**src/rtl/umac_pkg.sv**
```systemverilog
package umac_pkg;

  typedef enum logic [1:0] {
    OP_PUT  = 2'd0,
    OP_ADD  = 2'd1,
    OP_SUB  = 2'd2,
    OP_PEEK = 2'd3
  } macOp_e;

  // strobes from control to datapath
  typedef struct packed {
    logic go;    // an operation completes at this edge
    logic wr;    // the selected accumulator is written
    logic put;   // replace instead of combine
    logic sub;   // combine by subtraction
    logic frac;  // double the product
  } macCtl_t;

endpackage

```
**src/rtl/umac_ctrl.sv**
```systemverilog
module umac_ctrl
  import umac_pkg::*;
(
  input  logic       clk,
  input  logic       rstN,
  input  logic       inValid,
  input  logic [1:0] inOp,
  input  logic       inFrac,
  output macCtl_t    ctl,
  output logic       doneQ
);

  macOp_e op;
  assign op = macOp_e'(inOp);

  always_comb begin
    ctl.go   = inValid;
    ctl.wr   = inValid && (op != OP_PEEK);
    ctl.put  = (op == OP_PUT);
    ctl.sub  = (op == OP_SUB);
    ctl.frac = inFrac;
  end

  always_ff @(posedge clk or negedge rstN) begin
    if (!rstN) doneQ <= 1'b0;
    else       doneQ <= inValid;
  end

endmodule

```
**src/rtl/umac_prod.sv**
```systemverilog
module umac_prod #(
  parameter int OPW = 16,
  localparam int PRODW = 2 * OPW,
  localparam int SHW = PRODW + 1
) (
  input  logic [OPW-1:0] opA,
  input  logic [OPW-1:0] opB,
  input  logic           frac,
  output logic [SHW-1:0] prodSh
);

  logic [PRODW-1:0] prod;

  // zero-extend both operands, keep the full product
  assign prod = PRODW'(opA) * PRODW'(opB);

  always_comb begin
    if (frac) prodSh = {prod, 1'b0};
    else      prodSh = {1'b0, prod};
  end

endmodule

```
**src/rtl/umac_dp.sv**
```systemverilog
module umac_dp
  import umac_pkg::*;
#(
  parameter int OPW = 16,
  parameter int ACCW = 40,
  parameter int NACC = 2,
  localparam int IDXW = (NACC > 1) ? $clog2(NACC) : 1,
  localparam int SHW = 2 * OPW + 1
) (
  input  logic            clk,
  input  logic            rstN,
  input  macCtl_t         ctl,
  input  logic [IDXW-1:0] inIdx,
  input  logic [OPW-1:0]  inA,
  input  logic [OPW-1:0]  inB,
  output logic [ACCW-1:0] resQ
);

  logic [SHW-1:0]  prodSh;
  logic [ACCW-1:0] prodExt;
  logic [ACCW-1:0] curAcc;
  logic [ACCW-1:0] nextAcc;
  logic [ACCW-1:0] accQ [NACC];

  umac_prod #(.OPW(OPW)) u_prod (
    .opA   (inA),
    .opB   (inB),
    .frac  (ctl.frac),
    .prodSh(prodSh)
  );

  assign prodExt = ACCW'(prodSh);
  assign curAcc  = accQ[inIdx];

  // wraps naturally at ACCW bits
  always_comb begin
    if (ctl.put)      nextAcc = prodExt;
    else if (ctl.sub) nextAcc = curAcc - prodExt;
    else              nextAcc = curAcc + prodExt;
  end

  for (genvar g = 0; g < NACC; g++) begin : g_acc
    always_ff @(posedge clk or negedge rstN) begin
      if (!rstN)
        accQ[g] <= '0;
      else if (ctl.wr && (inIdx == IDXW'(g)))
        accQ[g] <= nextAcc;
    end
  end

  always_ff @(posedge clk or negedge rstN) begin
    if (!rstN)       resQ <= '0;
    else if (ctl.go) resQ <= ctl.wr ? nextAcc : curAcc;
  end

endmodule

```
**src/rtl/umac_unit.sv**
```systemverilog
module umac_unit
  import umac_pkg::*;
#(
  parameter int OPW = 16,
  parameter int ACCW = 40,
  parameter int NACC = 2,
  localparam int IDXW = (NACC > 1) ? $clog2(NACC) : 1
) (
  input  logic            clk,
  input  logic            rstN,
  input  logic            inValid,
  input  logic [1:0]      inOp,
  input  logic [IDXW-1:0] inIdx,
  input  logic [OPW-1:0]  inA,
  input  logic [OPW-1:0]  inB,
  input  logic            inFrac,
  output logic            outValid,
  output logic [ACCW-1:0] outAcc
);

  macCtl_t ctl;

  umac_ctrl u_ctrl (
    .clk    (clk),
    .rstN   (rstN),
    .inValid(inValid),
    .inOp   (inOp),
    .inFrac (inFrac),
    .ctl    (ctl),
    .doneQ  (outValid)
  );

  umac_dp #(.OPW(OPW), .ACCW(ACCW), .NACC(NACC)) u_dp (
    .clk  (clk),
    .rstN (rstN),
    .ctl  (ctl),
    .inIdx(inIdx),
    .inA  (inA),
    .inB  (inB),
    .resQ (outAcc)
  );

endmodule

```
**config.mk**
```make
export PLATFORM = sky130hd
export DESIGN_NAME = umac_unit
export DESIGN_NICKNAME = d
export VERILOG_FILES = /design/src/rtl/umac_pkg.sv /design/src/rtl/umac_ctrl.sv /design/src/rtl/umac_prod.sv /design/src/rtl/umac_dp.sv /design/src/rtl/umac_unit.sv
export SDC_FILE = /design/constraint.sdc
export NUM_CORES = 1
export LEC_CHECK = 0
export BUFFER_PORTS_ARGS = -buffer_cell sky130_fd_sc_hd__buf_2
export CAP_MARGIN = 10
export CORE_MARGIN = 2
export CORE_UTILIZATION = 45
export DETAILED_ROUTE_END_ITERATION = 7
export GPL_TIMING_DRIVEN = 0
export PLACE_DENSITY = 0.69
export SETUP_SLACK_MARGIN = 0.1
export SLEW_MARGIN = 30
export SYNTH_ARGS = -nofsm -noshare
export SYNTH_HDL_FRONTEND = slang
export SYNTH_HIERARCHICAL = 1
export SYNTH_SLANG_ARGS = --single-unit
```
**constraint.sdc**
```tcl
create_clock -name clk -period 3.1 [get_ports clk]
set_input_delay 0.155 -clock clk [delete_from_list [all_inputs] [get_ports clk]]
set_output_delay 0.155 -clock clk [all_outputs]
set_load 0.02 [all_outputs]
```
==> impl_metrics.toml, run 1 <==
[cells_and_area]
multi_input_area_sq_um = 14700
seq_area_sq_um = 3030
drive_above_1_share_pct = 29.2
num-fill-cells = 3243
synthToLayoutAreaGrowth_pct = 29.9
diodes = 0
layout.nets = 2643

[sta]
setup_ws_ns = -5.60
setup_violations = 109
whs_ns = 0.224
hold_violations = 0
grt_setup_unrepaired = "yes"
tightest_slew_ns = 0.871
finClkSkew_ns = 0.0149
min_period_ns = 8.70
fin_crit_sh_pct = 281
timing.slew.headroom_pct = 42.0
slew_violations = 0
fmax_ghz = 0.115

[global_route]
track_usage_pct = 26.1
grt_pass1_wl_um = 84400
antenna_found_initial = 0
grt_max_degree = 64
first_global_vias = 15888
overflow = 0

[clock_tree]
cts.htree.levels = 4
clock_path_buffers = 3
root_buffer = "clkbuf_16"
cts.sinks = 121
clkLatencyLatePin_ns = 0.46
cts_buffers = 25
cts_tree = "yes"
clk_pin_slew_worst_paths_ns = 0.05

[routing]
ant_nets = 0
initialDrtViolationCount = 1146
first_pass_iters = 7
wirelength_um = 53700
post_drt_wl_per_cell_um = 19.2
vias_per_cell = 5.59
vias = 15582
remaining_drc_errors = 0

[floorplan]
dieArea_sq_um = 40300
start_util_pct = 45.3
die_w_um = 201
ios = 80
die_y_um = 201
core-area_sq_um = 38500
row_count = 72

[synthesis]
synth-edff-count = 0
synth_ff_type = "dfrtp_1"
synth-seq-cells = 121
synth_warnings = 6
synthesis.nets = 2412
async_flop_share_pct = 100
avgSynthCellArea_sq_um = 8.57
synthCells = 2034
ys_types = 78
yosysSeqAreaShare_pct = 17.4
synth_area_sq_um = 17400

[place]
globalplace.congestion = 0.943
numPortBuffers = 77
hpwl_um = 40900

[critical_path]
cp.arrival_ns = 9.01
worstPathRequired_ns = 3.41
endpoint_kind = "flip-flop"
crit_type = "input pin to flip-flop"
cp_common_cell = "fa_1"
slowest_stage = "fa_1"
cp_max_fo = 6
crit_path_start_kind = "input pin"
r2r_start = "u_dp/accQ[5]"
max_stage_delay_ns = 0.52
r2r_cells = 11
crit_path_start = "inB[5]"

[outcome]
status = "complete, but fails checks"
violations = "negative setup slack"

[min_path]
worstHoldPathType = "input pin to asynchronous set/reset pin"

[job]
maxCapViolCount = 0
==> logic make-up (layout without fill, tap and decap cells) <==
kind of cell / Yosys count / in the layout / synth area share, %
xor gates and xnor gates: 97 / 97 / 4.92
DFF: 121 / 121 / 17.4
and+or+nand+nor: 609 / 609 / 16.8
adders and majority gates: 339 / 339 / 32.7
buffers and inverters: 360 / 597 / 7.84
AOI/OAI and AO/OA: 419 / 419 / 14.7
muxes: 89 / 89 / 5.61
==> stage by stage <==
| step | setup TNS [ns] | utilization, % | setup slack [ns] | std cells | area (sq um) |
|---|---|---|---|---|---|
| floorplan | -422.45 | - | -5.39 | 2034 | 18300 |
| global placement | -527.76 | 50.2 | -6.54 | 2629 | 19300 |
| detailed placement | -538.60 | 50.3 | -6.60 | 2630 | 19400 |
| CTS | -446.00 | 56.3 | -5.56 | 2745 | 21700 |
| global route | -486.36 | 58.9 | -5.92 | 2789 | 22600 |
| finish | -458.48 | 58.9 | -5.60 | 2789 | 22600 |
==> worst max-delay path, delay by kind of cell <==
| family | cells | cell delay [ns] |
|---|---|---|
| simple gates | 5 | 1.49 |
| compound gates | 14 | 2.15 |
| xor+xnor | 2 | 0.24 |
| fa+ha+maj | 8 | 3.48 |
| mux | 2 | 0.68 |
| buf+inv | 9 | 0.81 |
==> repair_timing <==
action                                 in CTS  in global routing
gates resized for setup                   226                176
hold buffers                                2                  0
setup endpoints to repair                 117                115
pin swaps                                  99                 82
endpoints found under the hold margin      63                  0
setup buffers                              78                 44
gates cloned                                2                  2
==> final cells by class <==
cell class	count	area share [%]
inverter	254	4.22
clock buffer	31	3.00
buffer	105	4.08
sequential	121	13.4
timing repair buffer	205	7.31
multi-input combinational	1553	65.1
clock inverter	2	0.0442
tap	518	2.86
==> synth_stat cells (3+ instances only) <==
| cell type | count | area [sq um] |
|---|---|---|
| nand2_1 | 279 | 1050 |
| inv_1 | 254 | 953 |
| fa_1 | 195 | 3900 |
| ha_1 | 144 | 1800 |
| a21oi_1 | 138 | 691 |
| o21ai_0 | 127 | 636 |
| and2_1 | 125 | 782 |
| dfrtp_1 | 121 | 3030 |
| clkbuf_1 | 97 | 364 |
| nor2_1 | 85 | 319 |
| xnor2_1 | 72 | 631 |
| mux2_2 | 69 | 777 |
| a21o_1 | 44 | 330 |
| nand3_1 | 28 | 140 |
| xor2_1 | 24 | 210 |
| mux2i_1 | 20 | 200 |
| nand4_1 | 13 | 81.3 |
| a211oi_1 | 12 | 90.1 |
| nand2b_1 | 12 | 75.1 |
| o31ai_1 | 12 | 90.1 |
| nor2b_1 | 11 | 68.8 |
| nor3_1 | 11 | 55.1 |
| a31oi_1 | 8 | 50.1 |
| and3_1 | 8 | 50.1 |
| o21a_1 | 8 | 60.1 |
| o21bai_1 | 8 | 60.1 |
| or3_1 | 8 | 50.1 |
| a21boi_0 | 7 | 52.6 |
| a31o_2 | 7 | 61.3 |
| o211ai_1 | 7 | 52.6 |
| buf_1 | 5 | 18.8 |
| or4_1 | 5 | 37.5 |
| a22o_1 | 4 | 35.0 |
| a211o_1 | 3 | 26.3 |
| a311o_1 | 3 | 30.0 |
| o221ai_1 | 3 | 26.3 |
| o22ai_1 | 3 | 18.8 |
==> sequential cells by signal (all words and copies together) (netlist names) <==
register      count
u_dp/resQ        40
u_dp/accQ        80
u_ctrl/doneQ      1
==> per-layer routing <==
layer | part of all wire (%) | global-route usage (%) | up-vias
li1 | - | - | 7150
met1 | 43 | 33.8 | 7697
met2 | 48 | 44.5 | 612
met3 | 5.9 | 3.05 | 123
met4 | 3.6 | 10.3 | 0
met5 | 0 | 0 | -
==> placed cells by master (no fill, tap or decap), drive strengths merged, types with 12 or more instances in the layout <==
| master | synthesis | final |
|---|---|---|
| xnor2 | 72 | 72 |
| a21o | 45 | 45 |
| nor2 | 85 | 85 |
| and2 | 125 | 125 |
| a211oi | 12 | 12 |
| nor3 | 13 | 13 |
| nand3 | 30 | 30 |
| mux2 | 69 | 69 |
| buf | 9 | 223 |
| o21ai | 128 | 128 |
| nand4 | 13 | 13 |
| nand2 | 279 | 279 |
| clkbuf | 97 | 116 |
| o31ai | 12 | 12 |
| xor2 | 25 | 25 |
| inv | 254 | 254 |
| dfrtp | 121 | 121 |
| a21oi | 140 | 140 |
| ha | 144 | 144 |
| nor2b | 12 | 12 |
| mux2i | 20 | 20 |
| nand2b | 12 | 12 |
| fa | 195 | 195 |
==> final timing paths <==
kind / slack [ns] / to
max: -5.60 / u_dp/accQ[78]
min: 0.22 / u_dp/resQ[10]
max reg2reg: -0.26 / u_dp/accQ[39]
min reg2reg: 0.47 / u_dp/resQ[30]
max in group asynchronous: 2.21 / u_dp/accQ[67]
min in group clk: 0.37 / u_ctrl/doneQ
Power of run 1 is left out: the tool's default activity adds up to more than one toggle a clock period on the data nets, which glitch-free logic cannot reach.
==> run 2: changes to the inputs <==
Settings changed: GPL_TIMING_DRIVEN 0 to not set.
Clock period 3.1 ns to 7.9 ns, I/O delays scaled along.
==> run 2 against run 1 <==
Effect of this change:
- non-clock buffer count up 114
- first-iteration DRC count decreased by 33%
- sequential share of layout area grew 0.079 points
- critical path depth did not move
- clock skew is 0.0016 ns lower
- critical path type unchanged
- register-to-register slack better by 4.4 ns
- final area shrank 0.59%
- die area did not move
- global-route usage shrank 1.7 points
- the flow still finishes with violations (negative setup slack)
==> impl_metrics.toml, run 2 (synthesis results as in run 1) <==
[outcome]
status = "complete, but fails checks"
violations = "negative setup slack"

[clock_tree]
cts.sinks = 121
cts_buffers = 17
clock_path_buffers = 2
cts.htree.levels = 4
root_buffer = "clkbuf_16"
clkLatencyLatePin_ns = 0.42
cts_hold_buf = 0
cts_tree = "yes"
clk_pin_slew_worst_paths_ns = 0.06

[place]
globalplace.congestion = 0.939
placed_area_sq_um = 20500
numPortBuffers = 79
hpwl_um = 37200
post-place-ws_ns = -1.31

[critical_path]
cp_num_buf_inv = 9
cp.depth = 40
cp.arrival_ns = 8.99
endpoint_kind = "flip-flop"
slowest_stage = "fa_1"
r2r_setup_slack_ns = 4.18
crit_path_start = "inA[6]"
worstPathRequired_ns = 8.20
cp_max_fo = 6
r2r_end = "u_dp/resQ[36]"
cp_top_family = "adder cells"
cp_common_cell = "fa_1"
r2r_start = "u_dp/accQ[40]"
r2r_cells = 13
crit_type = "input pin to flip-flop"
max_stage_delay_ns = 0.59
crit_end = "u_dp/accQ[74]"
crit_path_start_kind = "input pin"

[routing]
wl_met1_um = 19900
initialDrtViolationCount = 772
first_pass_iters = 5
post_drt_wl_per_cell_um = 16.4
vias_per_cell = 5.33
met2RoutedLength_um = 24400
routed-wl-met3_um = 1470
highest_layer = "met4"
ant_nets = 0
vias = 15464
wirelength_um = 47600
remaining_drc_errors = 0

[sta]
fmax_ghz = 0.115
whs_ns = 0.0545
timing.slew.headroom_pct = 34.1
tightest_slew_ns = 0.978
setup_violations = 68
fin_crit_sh_pct = 110
hold_violations = 0
finClkSkew_ns = 0.0133
setup_ws_ns = -0.794
grt_setup_unrepaired = "yes"
slew_violations = 0
min_period_ns = 8.69

[floorplan]
ios = 80
dieArea_sq_um = 40300
core-area_sq_um = 38500
die_w_um = 201
row_count = 72
die_y_um = 201
start_util_pct = 45.3

[cells_and_area]
seq_area_sq_um = 3030
mostFrequentLayoutCells = "buf_4, nand2_1, inv_1, fa_1, ha_1"
largest-register = "u_dp/accQ"
num-fill-cells = 3335
drive_above_1_share_pct = 30.1
largestRegisters = "u_dp/accQ: 80 flops, u_dp/resQ: 40 flops, u_ctrl/doneQ: 1 flops"
diodes = 0
largest_reg_flops = 80
multi_input_area_sq_um = 14100
final_common_cell = "buf_4"
fin_area_sq_um = 22500
layout.nets = 2749
synthToLayoutAreaGrowth_pct = 29.1
utilization_pct = 58.5

[global_route]
grt_max_degree = 81
grt_pass1_wl_um = 80500
first_global_vias = 16569
antenna_found_initial = 0
overflow = 0
track_usage_pct = 24.3

[job]
maxCapViolCount = 0

[min_path]
worstHoldPathType = "input pin to asynchronous set/reset pin"
-- run 2: cell types whose count changed in the layout (fill, tap and decap cells not counted), moves of 11 or more --
| cell | before | now |
|---|---|---|
| a21oi_1 | 71 | 109 |
| a21oi_2 | 58 | 27 |
| buf_2 | 52 | 63 |
| buf_4 | 116 | 326 |
| clkbuf_1 | 54 | 0 |
| clkbuf_16 | 38 | 17 |
| clkbuf_8 | 13 | 0 |
| ha_1 | 114 | 126 |
| nand2_1 | 262 | 275 |
| o21ai_0 | 30 | 78 |
| o21ai_1 | 67 | 32 |
| o21ai_2 | 30 | 16 |
-- run 2: final cells by class --
type / instances / share of cell area (%)
Inverter: 254 / 4.24
Sequential cell: 121 / 13.5
Tap cell: 518 / 2.88
Timing Repair Buffer: 424 / 14.1
Clock buffer: 17 / 1.89
Clock inverter: 14 / 0.773
Multi-Input combinational cell: 1553 / 62.6
-- run 2: timing repair --
action                                  in CTS  in global routing
buffers inserted                            29                 22
gates cloned                                 0                  0
endpoints found under the setup margin      55                 84
pin swaps                                  102                 76
resized for setup                          137                104
-- run 2: per-layer routing --
| layer | vias up | track usage, % |
|---|---|---|
| li1 | 7360 | - |
| met4 | 0 | 9.02 |
| met3 | 115 | 2.94 |
| met2 | 310 | 43.7 |
| met5 | - | 0 |
| met1 | 7679 | 30.0 |
-- run 2: how the worst min path moves through the flow --
| stage | startpoint | end | slack (ns) | cells after the start |
|---|---|---|---|---|
| 2_1_floorplan | rstN | u_ctrl/doneQ | 0.1 | 0 |
| 3_3_place_gp | u_dp/accQ[22] | u_dp/accQ[22] | 0.46 | 2 |
| 3_5_place_dp | u_dp/accQ[36] | u_dp/accQ[36] | 0.46 | 2 |
| 4_1_cts | rstN | u_dp/accQ[43] | 0.08 | 1 |
| 5_1_grt | rstN | u_dp/accQ[1] | 0.1 | 1 |
| 6_report | rstN | u_dp/accQ[43] | 0.05 | 1 |
-- run 2: worst reg2reg max path, delay by kind of cell, from the launching register on --
family / cells / cell delay [ns]
adders and majority gates: 2 / 0.64
muxes: 2 / 0.26
AOI/OAI and AO/OA: 7 / 2.02
and+or+nand+nor: 1 / 0.19
DFF: 1 / 0.35
buffers and inverters: 1 / 0.15
-- run 2: metrics by stage --
step / std cells / TNS, ns
5_1_grt: 2901 / -58.28
3_5_place_dp: 2820 / -60.95
6_report: 2901 / -32.57
4_1_cts: 2880 / -30.40
3_3_place_gp: 2820 / -54.70
2_1_floorplan: 2034 / -26.25
Power of run 2 is left out for the same reason.
==> run 3: changes to the inputs <==
Settings changed: SETUP_SLACK_MARGIN 0.1 to not set.
==> run 3 against run 2 <==
Effect of this change:
- setup slack better by 0.068 ns
- via count rose by 0.92%
- critical path depth is the same
- worst hold slack got worse by 0.036 ns
- the flow still finishes with violations (negative setup slack)
- die area stayed put
- clock-buffer cell count increased by 1
==> impl_metrics.toml, run 3 (synthesis results as in run 1) <==
[outcome]
status = "complete, but fails checks"
violations = "negative setup slack"

[sta]
slew_violations = 0
setup_violations = 69
grt_setup_unrepaired = "yes"
fmax_ghz = 0.116
finClkSkew_ns = 0.0163
timing.slew.headroom_pct = 31.6
tightest_slew_ns = 1.02
finalSetupTns_ns = -27.45
whs_ns = 0.0181
fin_crit_sh_pct = 109
min_period_ns = 8.63
hold_violations = 0
setup_ws_ns = -0.726

[critical_path]
crit_type = "input pin to flip-flop"
endpoint_kind = "flip-flop"
cp_common_cell = "inv_1"
cp_max_fo = 6
r2r_cells = 16
cp.arrival_ns = 8.94
crit_path_start_kind = "input pin"
max_stage_delay_ns = 0.54
r2r_start = "u_dp/accQ[0]"
worstPathRequired_ns = 8.21
crit_path_start = "inB[4]"
slowest_stage = "fa_1"

[cells_and_area]
diodes = 0
mostFrequentLayoutCells = "buf_4, nand2_1, inv_1, fa_1, ha_1"
layout.nets = 2752
largest-register = "u_dp/accQ"
final_common_cell = "buf_4"
drive_above_1_share_pct = 30.5
synthToLayoutAreaGrowth_pct = 29.0
utilization_pct = 58.5
num-fill-cells = 3367
largest_reg_flops = 80
fin_area_sq_um = 22500
largestRegisters = "u_dp/accQ: 80 flops, u_dp/resQ: 40 flops, u_ctrl/doneQ: 1 flops"

[floorplan]
die_w_um = 201
core-area_sq_um = 38500
die_y_um = 201
ios = 80
dieArea_sq_um = 40300
row_count = 72
start_util_pct = 45.3

[clock_tree]
cts.htree.levels = 4
clk_pin_slew_worst_paths_ns = 0.07
clkLatencyLatePin_ns = 0.43
cts_tree = "yes"
clock_path_buffers = 2
cts_buffers = 17
cts.sinks = 121
root_buffer = "clkbuf_16"

[job]
maxCapViolCount = 0

[routing]
vias_per_cell = 5.37
initialDrtViolationCount = 770
wl_met1_um = 19800
remaining_drc_errors = 0
ant_nets = 0
met2RoutedLength_um = 24900
first_pass_iters = 5
vias = 15606
wirelength_um = 48000
post_drt_wl_per_cell_um = 16.5
highest_layer = "met4"
routed-wl-met3_um = 1770

[place]
globalplace.congestion = 0.959
numPortBuffers = 79
placed_area_sq_um = 20600
hpwl_um = 37200

[min_path]
worstHoldPathType = "input pin to asynchronous set/reset pin"

[global_route]
grt_pass1_wl_um = 80700
first_global_vias = 16743
antenna_found_initial = 0
track_usage_pct = 24.4
overflow = 0
grt_max_degree = 81
==> run 3: critical path, delay by kind of cell <==
kind                     cells  cell delay (ns)
adder cells (fa/ha/maj)      8             3.18
AND/OR/NAND/NOR              9             2.02
AO/OA/AOI/OAI                9             1.70
buffers and inverters       10             1.01
multiplexers                 2             0.40
XOR/XNOR                     2             0.21
==> run 3: timing repair <==
action                                  in CTS  in global routing
pin swaps                                   86                 82
hold buffers                                 0                  0
endpoints found under the setup margin      54                 83
buffers inserted                            38                 16
resized for setup                          153                106
cloned                                       0                  0
==> run 3: final timing paths <==
check                                end  slack [ns]
setup / recovery           u_dp/resQ[33]       -0.73
hold / removal              u_dp/resQ[5]        0.02
min in group clk            u_dp/resQ[7]        0.47
setup reg to reg           u_dp/resQ[32]        4.34
max in group asynchronous  u_dp/accQ[64]        6.82
hold reg to reg             u_dp/resQ[7]        0.47
==> run 3: cell type report <==
class                           count  area [sq um]  area share (%)
Multi-Input combinational cell   1553         14100            62.5
Tap cell                          518           648            2.88
Clock inverter                     14           145           0.645
Timing Repair Buffer              427          3220            14.3
Inverter                          254           953            4.24
Clock buffer                       18           439            1.95
Sequential cell                   121          3030            13.5
==> run 3: per-stage QoR <==
stage | cells | worst slack [ns]
finish | 2905 | -0.726
global route | 2905 | -1.08
CTS | 2894 | -0.749
detailed placement | 2827 | -1.33
global placement | 2827 | -1.20
floorplan | 2034 | -0.832
==> run 3: per-layer routing <==
| layer | GRT usage [%] | vias to the layer above |
|---|---|---|
| met2 | 44.6 | 365 |
| met3 | 3.10 | 99 |
| li1 | - | 7366 |
| met5 | 0 | - |
| met4 | 8.65 | 0 |
| met1 | 29.5 | 7776 |
Power of run 3 is left out for the same reason.
